`config.mk`:
```
export PLATFORM = sky130hd
export DESIGN_NAME = spi_stat_regs
export DESIGN_NICKNAME = d
export VERILOG_FILES = /design/src/rtl/spi_stat_pkg.sv /design/src/rtl/spi_sync_edge.sv /design/src/rtl/spi_frame_rx.sv /design/src/rtl/spi_stat_regfile.sv /design/src/rtl/spi_stat_regs.sv
export SDC_FILE = /design/constraint.sdc
export NUM_CORES = 1
export LEC_CHECK = 0
export BUFFER_PORTS_ARGS = -buffer_cell sky130_fd_sc_hd__buf_2
export CAP_MARGIN = 10
export CORE_MARGIN = 2
export CORE_UTILIZATION = 50
export DETAILED_ROUTE_END_ITERATION = 8
export PLACE_DENSITY_LB_ADDON = 0.1
export SLEW_MARGIN = 20
export SYNTH_ARGS = -nofsm -noshare
export SYNTH_HDL_FRONTEND = slang
export SYNTH_SLANG_ARGS = --single-unit
```
`constraint.sdc`:
```
create_clock -name clk -period 3.6 [get_ports clk]
set_input_delay 0.54 -clock clk [delete_from_list [all_inputs] [get_ports clk]]
set_output_delay 0.54 -clock clk [all_outputs]
set_load 0.05 [all_outputs]
```
`src/rtl/spi_stat_pkg.sv`:
```
package spi_stat_pkg;
  localparam int FRAME_BITS = 32;
  localparam int ADDR_W     = 7;
  localparam int DATA_W     = FRAME_BITS - 1 - ADDR_W;
  localparam int CNT_W      = $clog2(FRAME_BITS) + 1;
  localparam int FLAG_W     = 3;
  localparam int CTRL_W     = 5;
  localparam int ID_W       = 8;

  localparam int FLG_DIG  = 0;
  localparam int FLG_BAND = 1;
  localparam int FLG_ERR  = 2;

  typedef struct packed {
    logic [ID_W-1:0]   rev;
    logic [ID_W-1:0]   dev;
    logic [CTRL_W-1:0] ctrl;
    logic [FLAG_W-1:0] flags;
  } status_t;

  typedef struct packed {
    logic              rd;
    logic [ADDR_W-1:0] addr;
    logic [DATA_W-1:0] data;
  } frame_t;
endpackage

```
`src/rtl/spi_sync_edge.sv`:
```
module spi_sync_edge #(
  parameter int WIDTH = 1,
  parameter logic [WIDTH-1:0] RST_VAL = '0
) (
  input  logic             clk,
  input  logic             rst_n,
  input  logic [WIDTH-1:0] din,
  output logic [WIDTH-1:0] lvl,
  output logic [WIDTH-1:0] rise,
  output logic [WIDTH-1:0] fall
);
  logic [WIDTH-1:0] meta_q, sync_q, prev_q;

  always_ff @(posedge clk or negedge rst_n) begin
    if (!rst_n) begin
      meta_q <= RST_VAL;
      sync_q <= RST_VAL;
      prev_q <= RST_VAL;
    end else begin
      meta_q <= din;
      sync_q <= meta_q;
      prev_q <= sync_q;
    end
  end

  assign lvl  = sync_q;
  assign rise = sync_q & ~prev_q;
  assign fall = ~sync_q & prev_q;
endmodule

```
`src/rtl/spi_frame_rx.sv`:
```
module spi_frame_rx
  import spi_stat_pkg::*;
(
  input  logic              clk,
  input  logic              rst_n,
  input  logic              cs_low,
  input  logic              cs_fall,
  input  logic              cs_rise,
  input  logic              sclk_rise,
  input  logic              sclk_fall,
  input  logic              mosi_bit,
  input  logic [DATA_W-1:0] rd_data,
  output logic [ADDR_W-1:0] rd_addr,
  output logic              miso_bit,
  output logic              frame_end,
  output logic              frame_ok,
  output frame_t            frame_q,
  output logic [CNT_W-1:0]  edge_cnt
);
  localparam logic [CNT_W-1:0] CNT_MAX  = '1;
  localparam logic [CNT_W-1:0] CNT_FULL = CNT_W'(FRAME_BITS);
  localparam logic [CNT_W-1:0] CNT_HDR  = CNT_W'(1 + ADDR_W);

  logic [FRAME_BITS-1:0] shreg;
  logic [DATA_W-1:0]     tx_q;
  logic                  hdr_done;
  logic                  tx_shift;

  // the last header bit arrives on this edge: address is complete now
  assign hdr_done = cs_low & sclk_rise & (edge_cnt == CNT_HDR - 1'b1);
  assign rd_addr  = {shreg[ADDR_W-2:0], mosi_bit};
  assign tx_shift = cs_low & sclk_fall & (edge_cnt > CNT_HDR) & (edge_cnt < CNT_FULL);

  always_ff @(posedge clk or negedge rst_n) begin
    if (!rst_n) begin
      edge_cnt <= '0;
      shreg    <= '0;
    end else if (cs_fall) begin
      edge_cnt <= '0;
      shreg    <= '0;
    end else if (cs_low && sclk_rise) begin
      if (edge_cnt != CNT_MAX) edge_cnt <= edge_cnt + 1'b1;
      if (edge_cnt < CNT_FULL) shreg <= {shreg[FRAME_BITS-2:0], mosi_bit};
    end
  end

  always_ff @(posedge clk or negedge rst_n) begin
    if (!rst_n) begin
      tx_q <= '0;
    end else if (cs_fall || cs_rise) begin
      tx_q <= '0;
    end else if (hdr_done) begin
      tx_q <= shreg[ADDR_W-1] ? rd_data : '0;
    end else if (tx_shift) begin
      tx_q <= {tx_q[DATA_W-2:0], 1'b0};
    end
  end

  assign miso_bit  = tx_q[DATA_W-1];
  assign frame_end = cs_rise;
  assign frame_ok  = (edge_cnt == CNT_FULL);
  assign frame_q   = frame_t'(shreg);
endmodule

```
`src/rtl/spi_stat_regfile.sv`:
```
module spi_stat_regfile
  import spi_stat_pkg::*;
#(
  parameter int NUM_CFG = 4,
  parameter logic [ID_W-1:0] REV_VAL = 8'h02,
  parameter logic [ID_W-1:0] DEV_VAL = 8'h5A
) (
  input  logic                      clk,
  input  logic                      rst_n,
  input  logic                      wr_en,
  input  logic [ADDR_W-1:0]         wr_addr,
  input  logic [DATA_W-1:0]         wr_data,
  input  logic [FLAG_W-1:0]         evt_flags,
  input  logic [ADDR_W-1:0]         rd_addr,
  output logic [DATA_W-1:0]         rd_data,
  output logic [FLAG_W-1:0]         flags_q,
  output logic [CTRL_W-1:0]         ctrl_q,
  output logic [NUM_CFG*DATA_W-1:0] cfg_flat
);
  localparam logic [ADDR_W-1:0] STAT_ADDR = '0;

  status_t           wr_word;
  logic              stat_wr;
  logic [FLAG_W-1:0] clr_mask;
  logic [DATA_W-1:0] cfg_mem [NUM_CFG];

  assign wr_word  = status_t'(wr_data);
  assign stat_wr  = wr_en && (wr_addr == STAT_ADDR);
  assign clr_mask = {FLAG_W{stat_wr}} & wr_word.flags;

  // event has priority over a clear in the same cycle
  always_ff @(posedge clk or negedge rst_n) begin
    if (!rst_n) flags_q <= '0;
    else        flags_q <= evt_flags | (flags_q & ~clr_mask);
  end

  always_ff @(posedge clk or negedge rst_n) begin
    if (!rst_n)       ctrl_q <= '0;
    else if (stat_wr) ctrl_q <= wr_word.ctrl;
  end

  for (genvar g = 0; g < NUM_CFG; g++) begin : g_cfg
    always_ff @(posedge clk or negedge rst_n) begin
      if (!rst_n) cfg_mem[g] <= '0;
      else if (wr_en && (wr_addr == ADDR_W'(g + 1))) cfg_mem[g] <= wr_data;
    end
    assign cfg_flat[g*DATA_W +: DATA_W] = cfg_mem[g];
  end

  always_comb begin
    rd_data = '0;
    if (rd_addr == STAT_ADDR) rd_data = {REV_VAL, DEV_VAL, ctrl_q, flags_q};
    for (int i = 0; i < NUM_CFG; i++)
      if (rd_addr == ADDR_W'(i + 1)) rd_data = cfg_mem[i];
  end
endmodule

```
`src/rtl/spi_stat_regs.sv`:
```
module spi_stat_regs
  import spi_stat_pkg::*;
#(
  parameter int NUM_CFG = 4,
  parameter logic [7:0] REV_VAL = 8'h02,
  parameter logic [7:0] DEV_VAL = 8'h5A
) (
  input  logic                      clk,
  input  logic                      rst_n,
  input  logic                      spi_sclk,
  input  logic                      spi_cs_n,
  input  logic                      spi_mosi,
  output logic                      spi_miso,
  input  logic                      evt_dig_unlock,
  input  logic                      evt_band_sel,
  output logic [2:0]                sticky_flags,
  output logic [4:0]                ctrl_bits,
  output logic [NUM_CFG*24-1:0]     cfg_regs
);
  logic [2:0]        s_lvl, s_rise, s_fall;
  logic [ADDR_W-1:0] rd_addr;
  logic [DATA_W-1:0] rd_data;
  logic              frame_end, frame_ok, wr_en;
  frame_t            frame_q;
  logic [CNT_W-1:0]  edge_cnt;
  logic [FLAG_W-1:0] evt_flags;
  logic [ADDR_W-1:0] wr_addr;
  logic [DATA_W-1:0] wr_data;

  spi_sync_edge #(.WIDTH(3), .RST_VAL(3'b100)) u_sync (
    .clk(clk), .rst_n(rst_n),
    .din({spi_cs_n, spi_sclk, spi_mosi}),
    .lvl(s_lvl), .rise(s_rise), .fall(s_fall)
  );

  spi_frame_rx u_rx (
    .clk(clk), .rst_n(rst_n),
    .cs_low(~s_lvl[2]), .cs_fall(s_fall[2]), .cs_rise(s_rise[2]),
    .sclk_rise(s_rise[1]), .sclk_fall(s_fall[1]), .mosi_bit(s_lvl[0]),
    .rd_data(rd_data), .rd_addr(rd_addr), .miso_bit(spi_miso),
    .frame_end(frame_end), .frame_ok(frame_ok), .frame_q(frame_q),
    .edge_cnt(edge_cnt)
  );

  assign wr_en   = frame_end & frame_ok & ~frame_q.rd;
  assign wr_addr = frame_q.addr;
  assign wr_data = frame_q.data;

  always_comb begin
    evt_flags           = '0;
    evt_flags[FLG_DIG]  = evt_dig_unlock;
    evt_flags[FLG_BAND] = evt_band_sel;
    evt_flags[FLG_ERR]  = frame_end & ~frame_ok;
  end

  spi_stat_regfile #(.NUM_CFG(NUM_CFG), .REV_VAL(REV_VAL), .DEV_VAL(DEV_VAL)) u_regs (
    .clk(clk), .rst_n(rst_n),
    .wr_en(wr_en), .wr_addr(wr_addr), .wr_data(wr_data),
    .evt_flags(evt_flags), .rd_addr(rd_addr), .rd_data(rd_data),
    .flags_q(sticky_flags), .ctrl_q(ctrl_bits), .cfg_flat(cfg_regs)
  );
endmodule

```
-- Word level (Yosys, flattened, before mapping)
Cells that the tools add are included.
- bits in registers: 175
- bits of input ports: 7
- output and inout bits: 105
- logic and storage cells: 75
- $add $sub $neg: 1
- order comparisons: 2
- eq/ne operators: 11
- multiplexer cells: 15
- bitwise operators: 19
- reductions and logical operators: 15
- operators by type and width (cell ; count):
    $mux 24 ; 8
    $mux 32 ; 3
    $eq 7x2->1 const B ; 4
    $mux 18 ; 1
    $mux 6 ; 3
    $eq 7x1->1 const B ; 2
    $eq 7x3->1 const B ; 2
    $logic_not 7->1 ; 2
    $and 3x3->3 ; 4
    $not 3->3 ; 3
    $and 1x1->1 ; 8
    $add 6x1->6 const B ; 1
    $eq 6x3->1 const B ; 1
    $eq 6x6->1 const B ; 1
    $gt 6x4->1 const B ; 1
    $logic_and 1x1->1 ; 6
    $lt 6x6->1 const B ; 1
    $ne 6x6->1 const B ; 1
    $reduce_bool 2->1 ; 3
    $reduce_and 2->1 ; 2
    $not 1->1 ; 3
    $or 3x3->3 ; 1
    $reduce_bool 3->1 ; 1
    $logic_or 1x1->1 ; 1

-- Longest topological paths before layout
Gate-level depths: netlist of the first run.
- depth in word-level cells: 9
- depth in mapped cells: 9
- mapped depth without buffers: 7

-- Cells and area by module
Synthesis of the first run repeated with hierarchy kept, for this count alone.
- cell total of the unflattened synthesis: 723
- area total of the unflattened synthesis: 8071.5 um^2
- modules (own cells, without submodules) (module ; times used ; cells each ; area each (um^2) ; sequential area each (um^2)):
    spi_stat_regfile ; 1 ; 376 ; 4803.4 ; 2602.5
    spi_frame_rx ; 1 ; 329 ; 2964.1 ; 1551.5
    spi_sync_edge ; 1 ; 15 ; 281.5 ; 229.0
    spi_stat_regs ; 1 ; 3 ; 22.5 ; 0.0

-- Least setup slack after synthesis of the first run
No wires, ideal clock.
- path type: reg-to-reg
- start: register u_sync.sync_q[2], in the netlist u_sync.lvl[2]
- end: register u_regs.cfg_mem, in the netlist u_regs.cfg_flat[10]
- library setup time: 125 ps
- data arrival time: 2083 ps
- required time: 3475 ps
- setup slack: 1393 ps
- stages on the path, launching flop included: 7
- buffers on the path: 1
- clock period less this slack: 2207 ps
- path through: dfstp_2 ha_1 nor2b_1 nand4_1 nor4_4 buf_6 mux2_2
- cells in the longest elaborated chain, start to end: 4
- ends and longest elaborated chain (item ; RTL line ; RTL):
    start: declaration ; spi_sync_edge.sv:12 ; logic [WIDTH-1:0] meta_q, sync_q, prev_q;
    start signal: assignment ; spi_sync_edge.sv:21 ; sync_q <= meta_q;
    $and 3x3->3 ; spi_sync_edge.sv:27 ; assign rise = sync_q & ~prev_q;
    $and 1x1->1 (2 in a row) ; spi_stat_regs.sv:45 ; assign wr_en = frame_end & frame_ok & ~frame_q.rd;
    $logic_and 1x1->1 ; spi_stat_regfile.sv:45 ; else if (wr_en && (wr_addr == ADDR_W'(g + 1))) cfg_mem[g] <= wr_data;
    end signal: indexed assignment ; spi_stat_regfile.sv:45 ;
    end: declaration ; spi_stat_regfile.sv:25 ; logic [DATA_W-1:0] cfg_mem [NUM_CFG];
No other way between the ends.
A chain may end at the register's enable or synchronous reset.

-- Worst setup path after layout of the first run
- start: register u_rx.shreg[27], in the netlist u_rx.frame_q[27]
- end: register u_regs.cfg_mem, in the netlist u_regs.cfg_flat[36]
- cells in the longest elaborated chain, start to end: 2
- ends and longest elaborated chain (item ; RTL line ; RTL):
    start: declaration ; spi_frame_rx.sv:24 ; logic [FRAME_BITS-1:0] shreg;
    start signal: assignment ; spi_frame_rx.sv:43 ; if (edge_cnt < CNT_FULL) shreg <= {shreg[FRAME_BITS-2:0], mosi_bit};
    $eq 7x2->1 ; spi_stat_regfile.sv:45 ;
    $logic_and 1x1->1 ; spi_stat_regfile.sv:45 ;
No other way between the ends.

==> results of run 1 <==
-- logic make-up (layout without fill, tap and decap cells) --
group           count (synthesis)  count (layout)  synth area share, %
compound gates                141             141                 10.9
fa+ha+maj                       4               4                0.632
simple gates                  208             208                 13.3
buf+inv                        53             166                 3.57
xor+xnor                        2               2                0.221
flops                         174             174                 55.0
mux                           116             116                 16.3
-- sequential cells by signal, indices dropped and copies added, names as in the netlist --
name,flops
u_rx.frame_q,32
u_rx.tx_q,24
u_rx.edge_cnt,6
u_sync.prev_q,2
u_regs.cfg_flat,96
u_sync.lvl,3
u_regs.ctrl_q,5
u_sync.meta_q,3
u_regs.flags_q,3
-- power breakdown --
part | internal, W | switching [W] | leakage, nW
registers | 0.00197 | 0.0000204 | 2.39
logic | 0.0000613 | 0.000157 | 1.97
clock network | 0.000986 | 0.000730 | 0.258
-- path summary, 6_finish.rpt --
check,slack (ps),to,cells past startpoint
setup / recovery,960,u_regs.cfg_flat[36]$_DFFE_PN0P_,6
hold / removal,100,u_regs.ctrl_q[1]$_DFFE_PN0N_,1
setup reg to reg,960,u_regs.cfg_flat[36]$_DFFE_PN0P_,6
hold reg to reg,350,u_sync.lvl[1]$_DFF_PN0_,0
max in group asynchronous,2670,u_regs.cfg_flat[42]$_DFFE_PN0P_,2
min in group clk,210,u_sync.meta_q[2]$_DFF_PN1_,1
-- Yosys cell counts, drive strengths merged, types with 3 or more instances --
library cell | n | area [µm²]
dfrtp | 171 | 4280
nand2 | 109 | 412
mux2 | 104 | 1170
a21oi | 70 | 350
nor2 | 41 | 169
clkbuf | 28 | 105
buf | 20 | 159
o21ai | 20 | 100
and3 | 16 | 100
o31ai | 13 | 97.6
mux2i | 12 | 120
a221oi | 11 | 96.3
nor2b | 9 | 56.3
nand3 | 6 | 30.0
a31oi | 5 | 31.3
inv | 5 | 18.8
a2bb2oi | 4 | 35.0
ha | 4 | 50.1
nand2b | 4 | 25.0
nor4 | 4 | 70.1
o221a | 4 | 45.0
o221ai | 4 | 35.0
a21o | 3 | 22.5
dfstp | 3 | 78.8
nor3 | 3 | 20.0
nor4b | 3 | 56.3
-- through the flow --
step / power (W) / cell area (µm²)
after floorplan: 0.00215 / 7920
after global placement: 0.00224 / 8660
after detailed placement: 0.00225 / 8660
after CTS: 0.00397 / 9200
after global routing: 0.00407 / 9200
final: 0.00393 / 9200
-- cell type report --
type,instances,area (µm²),area share [%]
Sequential cell,174,4360,47.4
Multi-Input combinational cell,471,3290,35.8
Timing Repair Buffer,129,722,7.85
Clock buffer,26,479,5.21
Tap cell,216,270,2.94
Clock inverter,6,60.1,0.653
Inverter,5,18.8,0.204
-- worst reg2reg max path: cells and delay by family (launching register included) --
kind                   cells  cell delay, ps
buffers and inverters      1             320
flip-flops                 1             390
multiplexers               1             370
AND/OR/NAND/NOR            4            1450
-- layer usage --
metal	wire length, µm	global-route usage, %
met5	0	0
met4	427	9.36
met3	848	4.39
met2	9630	40.3
met1	9300	34.5
==> impl_results.md, run 1 <==
* Initial antenna violation count at 0
* Die Y at around 130 µm
* Synth Register Bits at 174
* Critical Path Max Stage Delay at about 710 ps
* Drt wl/cell at 19.7 µm
* Worst Setup End Kind: flip-flop
* Cts hold-fix bufs at 0
* Via density at 5.67
* Die Area at 16900 µm²
* Port bufs at 111
* Cell Pwr Density at around 430 nW/µm²
* Setup TNS at 0 ps
* Post-CTS setup buffers at 0
* DRT iter0 DRCs at around 390
* Measured slew at the worst slew-check pin at 1030 ps
* Die width at between 100 and 150 µm
* CTS tree: yes
* Synth-to-Final Area Change at 16.1%
* Leakage Power at roughly 4.6 nW
* Post-synth ARST share at 100%
* Cell Count, Final, Fillers Out at about 1.0k
* CP top delay family: simple AND/OR/NAND/NOR gates
* Core ar. at 15700 µm²
* Synth Warn # at 0
* Final core area utilization at 58.8%
* Share of cells above drive strength 1 at about a third
* Syn_nets at 709
* Startpoint types: flip-flop
* Placer Congestion at just over 0.8
* Final Worst Setup Slack at 959 ps
* Crit path kind: flip-flop to flip-flop
* Final setup violation count at 0
* Syn Area/Cell at 11.4 µm²
* GRT Overall Usage at 25.1%
* Req. time, crit path at a little under 4000 ps
* Inserted Diodes at 0
* Fill cells at roughly 1.3k
* Register clock-pin slew on the reported worst setup and hold paths at 60 ps
* Root Driver: clkbuf_16
* Synth Cell Area at 7920 µm²
* GR Overflow Total at 0
* Final Critical Period at about 2600 ps
* Synth Instances at 698
* Worst hold path type: primary input to asynchronous set/reset pin
* Reg2reg start: u_rx.frame_q[27]$_DFFE_PN0P_
* CTS buffer count at 17
* Starting density of the core at 50.6%
* CP Buf/Inv Count at 1
* Post-route ant nets at 0
* Final worst path period share at 73.4%
* Hold Slack at ~96 ps
* Crit-path cells: or4_1 -> nor2_1 -> nand2_1 -> nor2_4 -> buf_4 -> mux2_2
* Crit path DAT at a little under 3000 ps
* Worst slack, placed at 949 ps
* Clock buffer depth at 2
* Worst path slowest cell: or4_1
* Critical path fanouts, max at 13
* Final Max Slew Viols at 0
* Clock Skew at roughly 6 ps
* Final Hold Fails at 0
* Max_slew headroom at 31.1%
* Post-synth EDFFs at 0
* Via Count at 5820
* Clock latency on the worst-skew pair at 420 ps
* Commonest non-fill, non-tap cell in the layout: dfrtp_1
* Achievable Freq at 379 MHz
* Crit path from: u_rx.frame_q[27]$_DFFE_PN0P_
* CTS sink count at ~170
* First-pass GRT wire length at around 32000 µm
* Routed wire length at between 20000 and 25000 µm
* Status: finished clean
* Top FF cell, synth: dfrtp_1
* # DRC at 0
* Maximum vdd drop at 0.323 mV
* Maxcap violations at 0
* Number of H-tree levels at 4
* Router iterations before antenna repair at 5
* Post-cts sizing count at 0
* Layout net count at 809
* RSZ-0062 raised after global routing: false
* Largest net degree at the start of global routing at 64
* Dpl cells at ~1000
* Sequential area share after synthesis at 55.0%
* Synth unique cells at 54
* Most frequent cells in the layout: dfrtp_1, buf_2, nand2_1, mux2_2, a21oi_1
* Vias in the first global route at 5817
* Post-DP HPWL at 13400 µm
* Site Rows at 46
* IO Count at 112
Note: power is estimated with default switching activity, not from simulation.
==> inputs of run 2 (changes only) <==
==> constraint.sdc (replaced) <==
create_clock -name clk -period 2.2 [get_ports clk]
set_input_delay 0.33 -clock clk [delete_from_list [all_inputs] [get_ports clk]]
set_output_delay 0.33 -clock clk [all_outputs]
set_load 0.05 [all_outputs]
==> run 2 against run 1 <==
Net effect:
- final area grew 3.5%
- critical path type unchanged
- fmax grew 22%
- power grew 67%
- worst setup slack lost 930 ps
- sequential share of layout area shrank 1.6 points
==> impl_results.md, run 2 (same netlist as run 1, synthesis figures left out) <==
* Commonest non-fill, non-tap cell in the layout: dfrtp_1
* Final Max Slew Viols at 0
* Root Driver: clkbuf_16
* Crit path kind: flip-flop to flip-flop
* Fill cells at 1355
* Final Critical Period at around 2200 ps
* First-pass GRT wire length at between 30000 and 40000 µm
* Status: finished clean
* Via Count at about 6k
* Final worst path period share at between 90% and 100%
* Critical path fanouts, max at 14
* Largest register FFs at between 90 and 100
* Placer Congestion at ~0.85
* Maximum vdd drop at just under 0.6 mV
* Cell internal pwr at 0.00504 W
* CTS buffer count at 17
* Register clock-pin slew on the reported worst setup and hold paths at 60 ps
* Share of cells above drive strength 1 at 36.9%
* Req. time, crit path at roughly 2500 ps
* Dpl cells at 1021
* Final Hold Fails at 0
* # DRC at 0
* RSZ-0062 raised after global routing: true
* Clock latency on the worst-skew pair at 430 ps
* Crit-path cells: or4_1 -> buf_4 -> nor4_4 -> buf_6 -> mux2_2
* Post-DP HPWL at around 14000 µm
* Port bufs at 111
* Core ar. at 15700 µm²
* Die Area at 16900 µm²
* Site Rows at between 40 and 50
* Clock buffer depth at 2
* Crit path DAT at 2470 ps
* Die width at 130 µm
* Startpoint types: flip-flop
* Initial antenna violation count at 0
* Worst hold path type: primary input to flip-flop
* Inserted Diodes at 0
* Most frequent cells in the layout: dfrtp_1, buf_2, nand2_1, mux2_2, a21oi_1
* Max_slew headroom at 59.0%
* Reg area at 4360 µm²
* Vias in the first global route at 5982
* Post-route ant nets at 0
* Layout net count at 838
* Achievable Freq at approximately 460 MHz
* Largest net degree at the start of global routing at 57
* CTS tree: yes
* DRT iter0 DRCs at 388
* Cell Count, Final, Fillers Out at 1055
* Combinational share of power at 6.0%
* Hold Slack at 26.4 ps
* Multi-input gate area at 3310 µm²
* Router iterations before antenna repair at 5
* Clock Power Share at 44.5%
* Final setup violation count at 0
* Cell Pwr Density at 691 nW/µm²
* Die Y at 130 µm
* GR Overflow Total at 0
* Worst Setup End Kind: flip-flop
* Measured slew at the worst slew-check pin at 611 ps
* CTS sink count at 174
* Drt wl/cell at 19.2 µm
* Net Sw Frac at 23.3%
* P_sw at around 0.0015 W
* Routed wire length at a little over 20000 µm
* Number of H-tree levels at 4
* Maxcap violations at 0
* Post-CTS setup buffers at 0
* Clock Skew at 6.20 ps
* GRT Overall Usage at 25.2%
* Critical Path Max Stage Delay at ~560 ps
* Leakage Power at 4.80 nW
* Synth-to-Final Area Change at 20.2%
* Sequential power share at 49.6%
* Via density at 5.63
* Starting density of the core at 50.6%
* Worst path slowest cell: or4_1
* IO Count at 112
## run 2: cell type report
class,count,area share [%]
Sequential cell,174,45.8
Tap cell,216,2.84
Multi-Input combinational cell,471,34.8
Clock inverter,11,1.23
Clock buffer,20,4.69
Inverter,5,0.197
Timing Repair Buffer,158,10.5
## run 2: routing by layer
layer	part of all wire, %	wire length [µm]	vias to the layer above	track usage (%)
met5	0	0	-	0
met4	1.8	357	0	8.54
met3	4.5	917	28	4.26
met2	49	9910	174	40.5
met1	45	9050	3002	34.9
li1	-	-	2736	-
## run 2: critical path: cells and delay by family, from the launching register on
family,cells,cell delay [ps]
buffers and inverters,2,450
flip-flops,1,390
multiplexers,1,360
AND/OR/NAND/NOR,2,830
## run 2: path summary, 6_finish.rpt
kind | start | endpoint | slack, ps | depth (start not counted)
max | u_rx.frame_q[27]$_DFFE_PN0P_ | u_regs.cfg_flat[12]$_DFFE_PN0P_ | 30 | 5
min | spi_mosi | u_sync.meta_q[0]$_DFF_PN0_ | 30 | 1
max reg2reg | u_rx.frame_q[27]$_DFFE_PN0P_ | u_regs.cfg_flat[12]$_DFFE_PN0P_ | 30 | 5
min reg2reg | u_sync.meta_q[0]$_DFF_PN0_ | u_sync.lvl[0]$_DFF_PN0_ | 350 | 0
max in group asynchronous | rst_n | u_regs.cfg_flat[60]$_DFFE_PN0P_ | 1080 | 3
min in group asynchronous | rst_n | u_regs.cfg_flat[6]$_DFFE_PN0P_ | 410 | 2
## run 2: power by group through the flow
stage / clock network, W / registers (W) / logic [W]
after floorplan: 0 / 0.00331 / 0.000208
after global placement: 0 / 0.00332 / 0.000381
after detailed placement: 0 / 0.00332 / 0.000389
after CTS: 0.00298 / 0.00326 / 0.000395
after global routing: 0.00310 / 0.00326 / 0.000440
final: 0.00293 / 0.00326 / 0.000392
## run 2: timing repair
item                                    4_1_cts  5_1_grt
gates resized for setup                       1        7
hold buffers                                  3        0
cloned                                        0        0
endpoints found under the hold margin        41        0
pin swaps                                     0        1
endpoints found under the setup margin        1      106
## run 2: per-stage QoR
stage | utilization [%] | worst slack (ps) | cell area (µm²) | power, W | setup TNS, ps
global placement | 56.8 | 81.9 | 8890 | 0.00370 | 0
floorplan | - | 56.3 | 7930 | 0.00352 | 0
global route | 60.8 | -10.6 | 9520 | 0.00680 | -10.6
CTS | 60.6 | 6.76 | 9490 | 0.00663 | 0
detailed placement | 56.8 | 13.2 | 8890 | 0.00371 | 0
finish | 60.8 | 31.7 | 9520 | 0.00658 | 0
